**config.mk**
```make
export PLATFORM = sky130hd
export DESIGN_NAME = refresh_req_gen
export DESIGN_NICKNAME = d
export VERILOG_FILES = /design/src/rtl/refresh_pkg.sv /design/src/rtl/tick_prescaler.sv /design/src/rtl/req_latch.sv /design/src/rtl/row_counter.sv /design/src/rtl/refresh_req_gen.sv
export SDC_FILE = /design/constraint.sdc
export NUM_CORES = 1
export LEC_CHECK = 0
export ABC_AREA = 1
export CAP_MARGIN = 20
export CORE_MARGIN = 3
export CORE_UTILIZATION = 46
export CTS_CLUSTER_SIZE = 14
export DETAILED_ROUTE_END_ITERATION = 10
export GPL_ROUTABILITY_DRIVEN = 0
export PLACE_DENSITY = 0.82
export SYNTH_ARGS = -nofsm -noshare
export SYNTH_HDL_FRONTEND = slang
export SYNTH_SLANG_ARGS = --single-unit
export TNS_END_PERCENT = 100
```
**constraint.sdc**
```tcl
create_clock -name clk -period 1.2 [get_ports clk]
set_input_delay 0.24 -clock clk [delete_from_list [all_inputs] [get_ports clk]]
set_output_delay 0.24 -clock clk [all_outputs]
set_load 0.1 [all_outputs]
```
**src/rtl/refresh_pkg.sv**
```systemverilog
package refresh_pkg;

    localparam longint unsigned NS_PER_S = 64'd1_000_000_000;

    // Clock cycles in one refresh interval, rounded to the nearest cycle.
    function automatic int unsigned interval_cycles(input longint unsigned clk_hz,
                                                    input longint unsigned period_ns);
        longint unsigned prod;
        prod = clk_hz * period_ns + NS_PER_S / 2;
        return 32'(prod / NS_PER_S);
    endfunction

    typedef struct packed {
        logic pending;
        logic overrun;
    } req_state_t;

endpackage

```
**src/rtl/tick_prescaler.sv**
```systemverilog
module tick_prescaler #(
    parameter int unsigned TICKS = 3750
) (
    input  logic clk,
    input  logic rst,
    output logic tick_o
);
    localparam int unsigned CW = (TICKS > 2) ? $clog2(TICKS) : 1;
    localparam logic [CW-1:0] LAST = CW'(TICKS - 1);

    logic [CW-1:0] cnt_q;

    assign tick_o = (cnt_q == LAST);

    always_ff @(posedge clk) begin
        if (rst)          cnt_q <= '0;
        else if (tick_o)  cnt_q <= '0;
        else              cnt_q <= cnt_q + 1'b1;
    end
endmodule

```
**src/rtl/req_latch.sv**
```systemverilog
module req_latch
    import refresh_pkg::*;
(
    input  logic       clk,
    input  logic       rst,
    input  logic       set_i,
    input  logic       clr_i,
    output req_state_t state_o
);
    req_state_t st_q, st_d;

    always_comb begin
        st_d = st_q;
        if (set_i && st_q.pending && !clr_i) st_d.overrun = 1'b1;
        if (set_i)       st_d.pending = 1'b1;
        else if (clr_i)  st_d.pending = 1'b0;
    end

    always_ff @(posedge clk) begin
        if (rst) st_q <= '0;
        else     st_q <= st_d;
    end

    assign state_o = st_q;
endmodule

```
**src/rtl/row_counter.sv**
```systemverilog
module row_counter #(
    parameter int unsigned W = 8
) (
    input  logic         clk,
    input  logic         rst,
    input  logic         ack_i,
    output logic [W-1:0] row_o
);
    logic ack_q;
    logic [W-1:0] row_q;

    always_ff @(posedge clk) begin
        if (rst) begin
            ack_q <= 1'b0;
            row_q <= '0;
        end else begin
            ack_q <= ack_i;
            if (ack_q && !ack_i) row_q <= row_q + 1'b1;
        end
    end

    assign row_o = row_q;
endmodule

```
**src/rtl/refresh_req_gen.sv**
```systemverilog
module refresh_req_gen
    import refresh_pkg::*;
#(
    parameter longint unsigned CLK_HZ    = 250_000_000,
    parameter longint unsigned PERIOD_NS = 15_000,
    parameter int unsigned     ROW_W     = 8
) (
    input  logic             clk,
    input  logic             rst,
    input  logic             refresh_ack_i,
    output logic             dma_req_o,
    output logic             refresh_o,
    output logic [ROW_W-1:0] row_addr_o,
    output logic             overrun_o
);
    localparam int unsigned TICKS = interval_cycles(CLK_HZ, PERIOD_NS);

    logic       tick;
    req_state_t rq;

    tick_prescaler #(.TICKS(TICKS)) u_presc (
        .clk(clk), .rst(rst), .tick_o(tick)
    );

    req_latch u_req (
        .clk(clk), .rst(rst), .set_i(tick), .clr_i(refresh_ack_i), .state_o(rq)
    );

    row_counter #(.W(ROW_W)) u_row (
        .clk(clk), .rst(rst), .ack_i(refresh_ack_i), .row_o(row_addr_o)
    );

    assign dma_req_o = rq.pending;
    assign overrun_o = rq.overrun;
    assign refresh_o = refresh_ack_i;
endmodule

```
Word-level counts from Yosys, hierarchy flattened
Index checks and enable logic that the tools add are counted.
{"block": "totals", "reg_bits": 23, "inputBits": 3, "output_inout_bits": 11, "wordCells": 16}
{"block": "op_classes", "n_addsub": 2, "n_eq_ne": 1, "n_mux": 2, "n_reduce_logical": 6}
{"cell": "12-bit by 1-bit adder with 12-bit output, second input constant", "count": 1}
{"cell": "12-bit == test, second input constant", "count": 1}
{"cell": "8-bit by 1-bit adder with 8-bit output, second input constant", "count": 1}
{"cell": "1-bit logical AND", "count": 3}
{"cell": "1-bit 2-to-1 mux", "count": 2}
{"cell": "2-bit nonzero test", "count": 1}
{"cell": "2-bit OR reduction", "count": 1}
{"cell": "1-bit zero test", "count": 1}

Logic depth before layout (Yosys ltp)
{"block": "logic_depth", "depth_word": 3, "depth_mapped": 8, "mapped_depth_nobuf": 7}

Cells and area by module
Synthesis repeated with hierarchy kept, for this count alone.
{"block": "hier_totals", "cells_unflattened": 151, "area_unflattened_um2": 1112.3}
{"mod": "tick_prescaler", "instances": 1, "cells_per_inst": 87, "area_per_inst_um2": 618.1, "seq_area_each_um2": 240.2}
{"mod": "row_counter", "instances": 1, "cells_per_inst": 55, "area_per_inst_um2": 411.6, "seq_area_each_um2": 180.2}
{"mod": "req_latch", "instances": 1, "cells_per_inst": 8, "area_per_inst_um2": 75.1, "seq_area_each_um2": 40.0}
{"mod": "refresh_req_gen", "instances": 1, "cells_per_inst": 1, "area_per_inst_um2": 7.5, "seq_area_each_um2": 0.0}

Worst setup path before layout
No wires, ideal clock.
{"block": "synth_path", "kind": "reg-to-reg", "startpoint": "register u_row.row_q[0], in the netlist u_row.row_o[0]", "endpoint": "register u_row.row_q[6], in the netlist u_row.row_o[6]", "setup_time_ns": 0.118, "t_arrival_ns": 1.763, "required_ns": 1.082, "setup_slack_ns": -0.680, "stages_incl_launch_ff": 7, "path_buffers": 0, "synth_period_minus_slack_ns": 1.880, "cell_sequence": "dfxtp_1 ha_1 nand4_1 nor2_1 nand2_1 nand2_1 nor2_1"}
{"block": "synth_between", "elab_chain_cells": 1}
{"element": "start, declared", "line": "row_counter.sv:10", "source": "logic [W-1:0] row_q;"}
{"element": "start signal, assigned", "line": "row_counter.sv:18", "source": "if (ack_q && !ack_i) row_q <= row_q + 1'b1;"}
{"element": "8-bit by 1-bit adder with 8-bit output", "line": "row_counter.sv:18"}
No other way between the ends.
A chain may end at the register's enable or synchronous reset.

Final worst setup path
{"block": "layout_path", "startpoint": "register u_presc.cnt_q[1]", "endpoint": "register u_presc.cnt_q[4]"}
{"block": "layout_between", "elab_chain_cells": 2, "elab_cells_between_ends": 3, "cone_classes": "add/sub: 1; eq/ne: 1; reduce/logical: 1"}
{"element": "start, declared", "line": "tick_prescaler.sv:11", "source": "logic [CW-1:0] cnt_q;"}
{"element": "start signal, assigned", "line": "tick_prescaler.sv:18", "source": "else cnt_q <= cnt_q + 1'b1;"}
{"element": "parallel branches: the longest is 2 deep, another holds 12-bit by 1-bit adder with 12-bit output"}
Several ways; the timed one is not identified.

==> results.txt <==
STA classifies the critical path endpoint as a flop. For the worst-skew pair, the clock arrives at the later sink with an insertion delay of 0.33 ns. Setup slack on the worst reg-to-reg path comes out at -0.04 ns. The power density over the cells is 840 nW/um^2. The starting utilization of the core area is 0.515. The final reports fail on negative setup slack. The post-placement worst setup slack came out at -0.240 ns. Of the post-synthesis cell area, the dominant cell type holds 0.425.

The hold slack came out at approximately 0.33 ns. Counting instances, the worst hold path has a depth of 3. After detailed routing, the average wire length per cell comes to 14.3 um. The total instance count after detailed placement is 200. The total clock buffers created by CTS came out at 3. For this block, the initial DRC count from the detailed router was between 50 and 60. The count of nets left with antenna violations once routing finished came out at 0. The die covers a little under 3000 sq um. The share of the clock period used by the worst path after layout came out at 1.04. The final clock skew came out at 0.00231 ns.

The worst supply voltage drop on vdd came out at ~0.0009 V. The number of nets produced by synthesis came out at roughly 160. The number of antenna diodes in the final layout is 0. The total congestion overflow after global routing is 0. The max-slew violation total from the final report came out at 0.

The final HPWL from detailed placement is between 1500 and 2000 um. The time the final worst path needs with I/O delays and setup is 1.24 ns. In the final layout, the share of cells above drive strength 1 is 0.361. The total clock sinks came out at 23. The length of the first detailed-routing pass in iterations is 4. For the worst setup path, the data arrival time is around 1.5 ns. The synthesized flop and latch total is 23. The max-slew headroom at the worst pin came out at 0.800.

The setup path with the least slack is of type reg2reg. The depth of the worst register-to-register path is 7. The worst setup path is launched from a flop. The via count is 1,135. In this run the critical register-to-register path is captured at u_presc.cnt_q[4]$_SDFF_PP0_. The number of max-cap violations came out at 0.

The clock transition at the register clock pins on the worst setup and hold paths after CTS is between 0.1 and 0.15 ns. The number of global-route vias before repair is about 1,100. The count of buffers inserted at the top-level ports is 13. The worst-case setup margin in the final layout is -0.0421 ns.

The number of synthesized flops with an enable pin came out at 0. The cell type with the highest aggregate area in the netlist is sky130_fd_sc_hd__dfxtp_1. The total length of routed wires is 2970 um.

The most common cell in the synthesized netlist is sky130_fd_sc_hd__nand2_1. The DRC violation count after routing came out at 0. The post-layout net count is 187. The commonest cells after synthesis are sky130_fd_sc_hd__nand2_1, sky130_fd_sc_hd__nor2_1, sky130_fd_sc_hd__inv_1, sky130_fd_sc_hd__dfxtp_1, sky130_fd_sc_hd__a21oi_1. The top fanout value on the critical path is 6. The sequential share of the synthesized area is 0.425. The flow ran to the end, but the final reports show violations. The initial antenna violation count is 0.

The cell count after synthesis is 155. The layout-stage area growth over the synthesis result is 48.0%. The summed instance area of the synthesized netlist came out at approximately 1100 sq um.

The worst hold-check path type is in2reg. The leakage power of the design came out at ~0.6 nW. Averaged over all synthesized cells, the footprint is approximately 7.0 sq um. The final count of negative-setup-slack endpoints came out at 5. Static timing analysis puts the maximum clock frequency at ~800 MHz.

The finished layout holds between 200 and 250 standard cells, fillers aside. The number of endpoints with negative hold slack in the final report is 0. In this run, post-CTS hold repair placed 0 buffers. The count of unique library cells instantiated by Yosys came out at 17. The global routing usage summed across all routing layers is 0.213.

The width of the chip is ~55 um. The cell sitting at the root of the clock tree is a sky130_fd_sc_hd__clkbuf_4. The transition time at the pin with the least slew margin came out at 0.300 ns.

The row count is 16. During I/O placement, the number of pins put on the boundary was 14. The Yosys step of the flow raised 0 warnings.

The deepest level of the CTS H-tree is 1. The maximum number of pins on one net before global-route repair came out at 15. The filler cell count in the final layout is 135. The wire length of the first global-routing pass came out at 4510 um. In the synthesized netlist the dominant register cell turns out to be sky130_fd_sc_hd__dfxtp_1. The startpoint identified for the worst register-to-register timing path is u_presc.cnt_q[1]$_SDFF_PP0_. After detailed routing, the number of vias per cell comes to between 5 and 6.

Setup repair after global routing could not meet its margin everywhere. The required arrival time at the worst endpoint is 1.43 ns. The clock tree buffer depth is 2. The start point of the worst hold path is refresh_ack_i. The core outline area came out at 2100 sq um. Ranked by total cell area, the synthesized netlist is headed by sky130_fd_sc_hd__dfxtp_1, sky130_fd_sc_hd__nand2_1, sky130_fd_sc_hd__nor2_1. In this run the vertical extent of the chip is 54.5 um. The path with the worst hold slack has its endpoint at u_row.ack_q$_SDFF_PP0_.

The proportion of synthesized flip-flops having asynchronous set or reset came out at 0. The CTS tree is built.
==> worst max-delay path by stage <==
| stage | to | cells after the start | start | slack [ns] |
|---|---|---|---|---|
| 3_5_place_dp | u_row.row_o[6]$_SDFFE_PP0P_ | 7 | refresh_ack_i | -0.24 |
| 2_1_floorplan | u_row.row_o[6]$_SDFFE_PP0P_ | 6 | u_row.row_o[0]$_SDFFE_PP0P_ | -0.06 |
| 3_3_place_gp | u_row.row_o[6]$_SDFFE_PP0P_ | 7 | refresh_ack_i | -0.17 |
| 6_report | u_presc.cnt_q[4]$_SDFF_PP0_ | 7 | u_presc.cnt_q[1]$_SDFF_PP0_ | -0.04 |
| 5_1_grt | u_presc.cnt_q[4]$_SDFF_PP0_ | 7 | u_presc.cnt_q[1]$_SDFF_PP0_ | -0.1 |
| 4_1_cts | u_presc.cnt_q[10]$_SDFF_PP0_ | 7 | u_presc.cnt_q[0]$_SDFF_PP0_ | 0.02 |
==> critical path: stages (launching register included) <==
cell,delay (ns)
sky130_fd_sc_hd__dfxtp_4,0.39
sky130_fd_sc_hd__inv_2,0.06
sky130_fd_sc_hd__ha_4,0.12
sky130_fd_sc_hd__nand2_2,0.06
sky130_fd_sc_hd__nor2_4,0.14
sky130_fd_sc_hd__nand3_4,0.14
sky130_fd_sc_hd__nand2_4,0.15
sky130_fd_sc_hd__nor2_1,0.07
==> power by group <==
group / switching (mW) / internal [mW] / total (mW)
Combinational: 0.0949 / 0.0675 / 0.162
Clock: 0.259 / 0.130 / 0.389
Sequential: 0.0264 / 0.769 / 0.796
Total: 0.380 / 0.967 / 1.35
==> layout by cell type (no fill, tap or decap) <==
cell type,Yosys,routed
sky130_fd_sc_hd__clkbuf_4,0,3
sky130_fd_sc_hd__inv_1,24,23
sky130_fd_sc_hd__nand2_8,0,1
sky130_fd_sc_hd__ha_4,0,3
sky130_fd_sc_hd__clkdlybuf4s50_1,0,1
sky130_fd_sc_hd__nor3_1,4,4
sky130_fd_sc_hd__buf_12,0,11
sky130_fd_sc_hd__dfxtp_1,23,9
sky130_fd_sc_hd__dfxtp_4,0,7
sky130_fd_sc_hd__nor2_2,4,9
sky130_fd_sc_hd__o21ai_1,0,1
sky130_fd_sc_hd__nor2_4,0,2
sky130_fd_sc_hd__buf_4,1,8
sky130_fd_sc_hd__nand2_4,0,1
sky130_fd_sc_hd__inv_4,0,1
sky130_fd_sc_hd__nand2_2,1,1
sky130_fd_sc_hd__inv_2,0,1
sky130_fd_sc_hd__nand3b_1,2,2
sky130_fd_sc_hd__nor2_1,26,19
sky130_fd_sc_hd__nand3_4,0,2
sky130_fd_sc_hd__dlygate4sd2_1,0,1
sky130_fd_sc_hd__o21ai_0,3,2
sky130_fd_sc_hd__nand3_2,3,2
sky130_fd_sc_hd__a21oi_1,11,6
sky130_fd_sc_hd__nand2_1,37,36
sky130_fd_sc_hd__buf_6,1,1
sky130_fd_sc_hd__a21oi_2,0,5
sky130_fd_sc_hd__dfxtp_2,0,7
sky130_fd_sc_hd__nand4_1,5,5
sky130_fd_sc_hd__nand3_1,5,4
sky130_fd_sc_hd__xor2_1,2,2
==> cells by family after synthesis <==
| logic type | count (synthesis) | synth area share |
|---|---|---|
| fa+ha+maj | 3 | 0.0346 |
| xor+xnor | 2 | 0.0162 |
| simple gates | 87 | 0.359 |
| flops | 23 | 0.425 |
| compound gates | 14 | 0.0647 |
| buf+inv | 26 | 0.100 |
==> what timing repair did <==
action	4_1_cts	5_1_grt
hold endpoints to repair	0	0
setup buffers	1	1
gates cloned	0	1
gates resized for setup	7	27
endpoints found under the setup margin	13	14
pin swaps	0	8
==> routing by layer <==
layer  part of all wire  vias to the layer above  wire, um  track usage
met5                  0                        -         0            0
met4              0.045                        0       134        0.154
met3              0.053                       19       158       0.0354
met2               0.50                       58      1490        0.345
met1               0.40                      518      1190        0.253
li1                   -                      540         -            -
==> stage by stage <==
stage / cell area (sq um) / utilization / power [mW] / TNS, ns
final: 1600 / 0.763 / 1.35 / -0.0821
after global routing: 1600 / 0.763 / 1.38 / -0.873
after CTS: 1490 / 0.707 / 1.32 / 0
after detailed placement: 1430 / 0.681 / 0.940 / -1.44
after global placement: 1430 / 0.681 / 0.934 / -1.04
after floorplan: 1120 / - / 0.883 / -0.0588
==> layout make-up <==
type / count / area [sq um] / share of cell area
repair buffers: 22 / 310 / 0.193
flip-flops and latches: 23 / 495 / 0.309
inverters: 24 / 90.1 / 0.0562
clock buffers: 3 / 22.5 / 0.0140
clock inverters: 1 / 6.26 / 0.00390
multi-input cells: 107 / 646 / 0.402
well taps: 27 / 33.8 / 0.0211
==> flip-flops by register name (all words and copies together) (netlist names) <==
register       count
u_req.state_o      2
u_row.row_o        8
u_presc.cnt_q     12
u_row.ack_q        1
No activity file was read; power rests on OpenSTA's default activity.
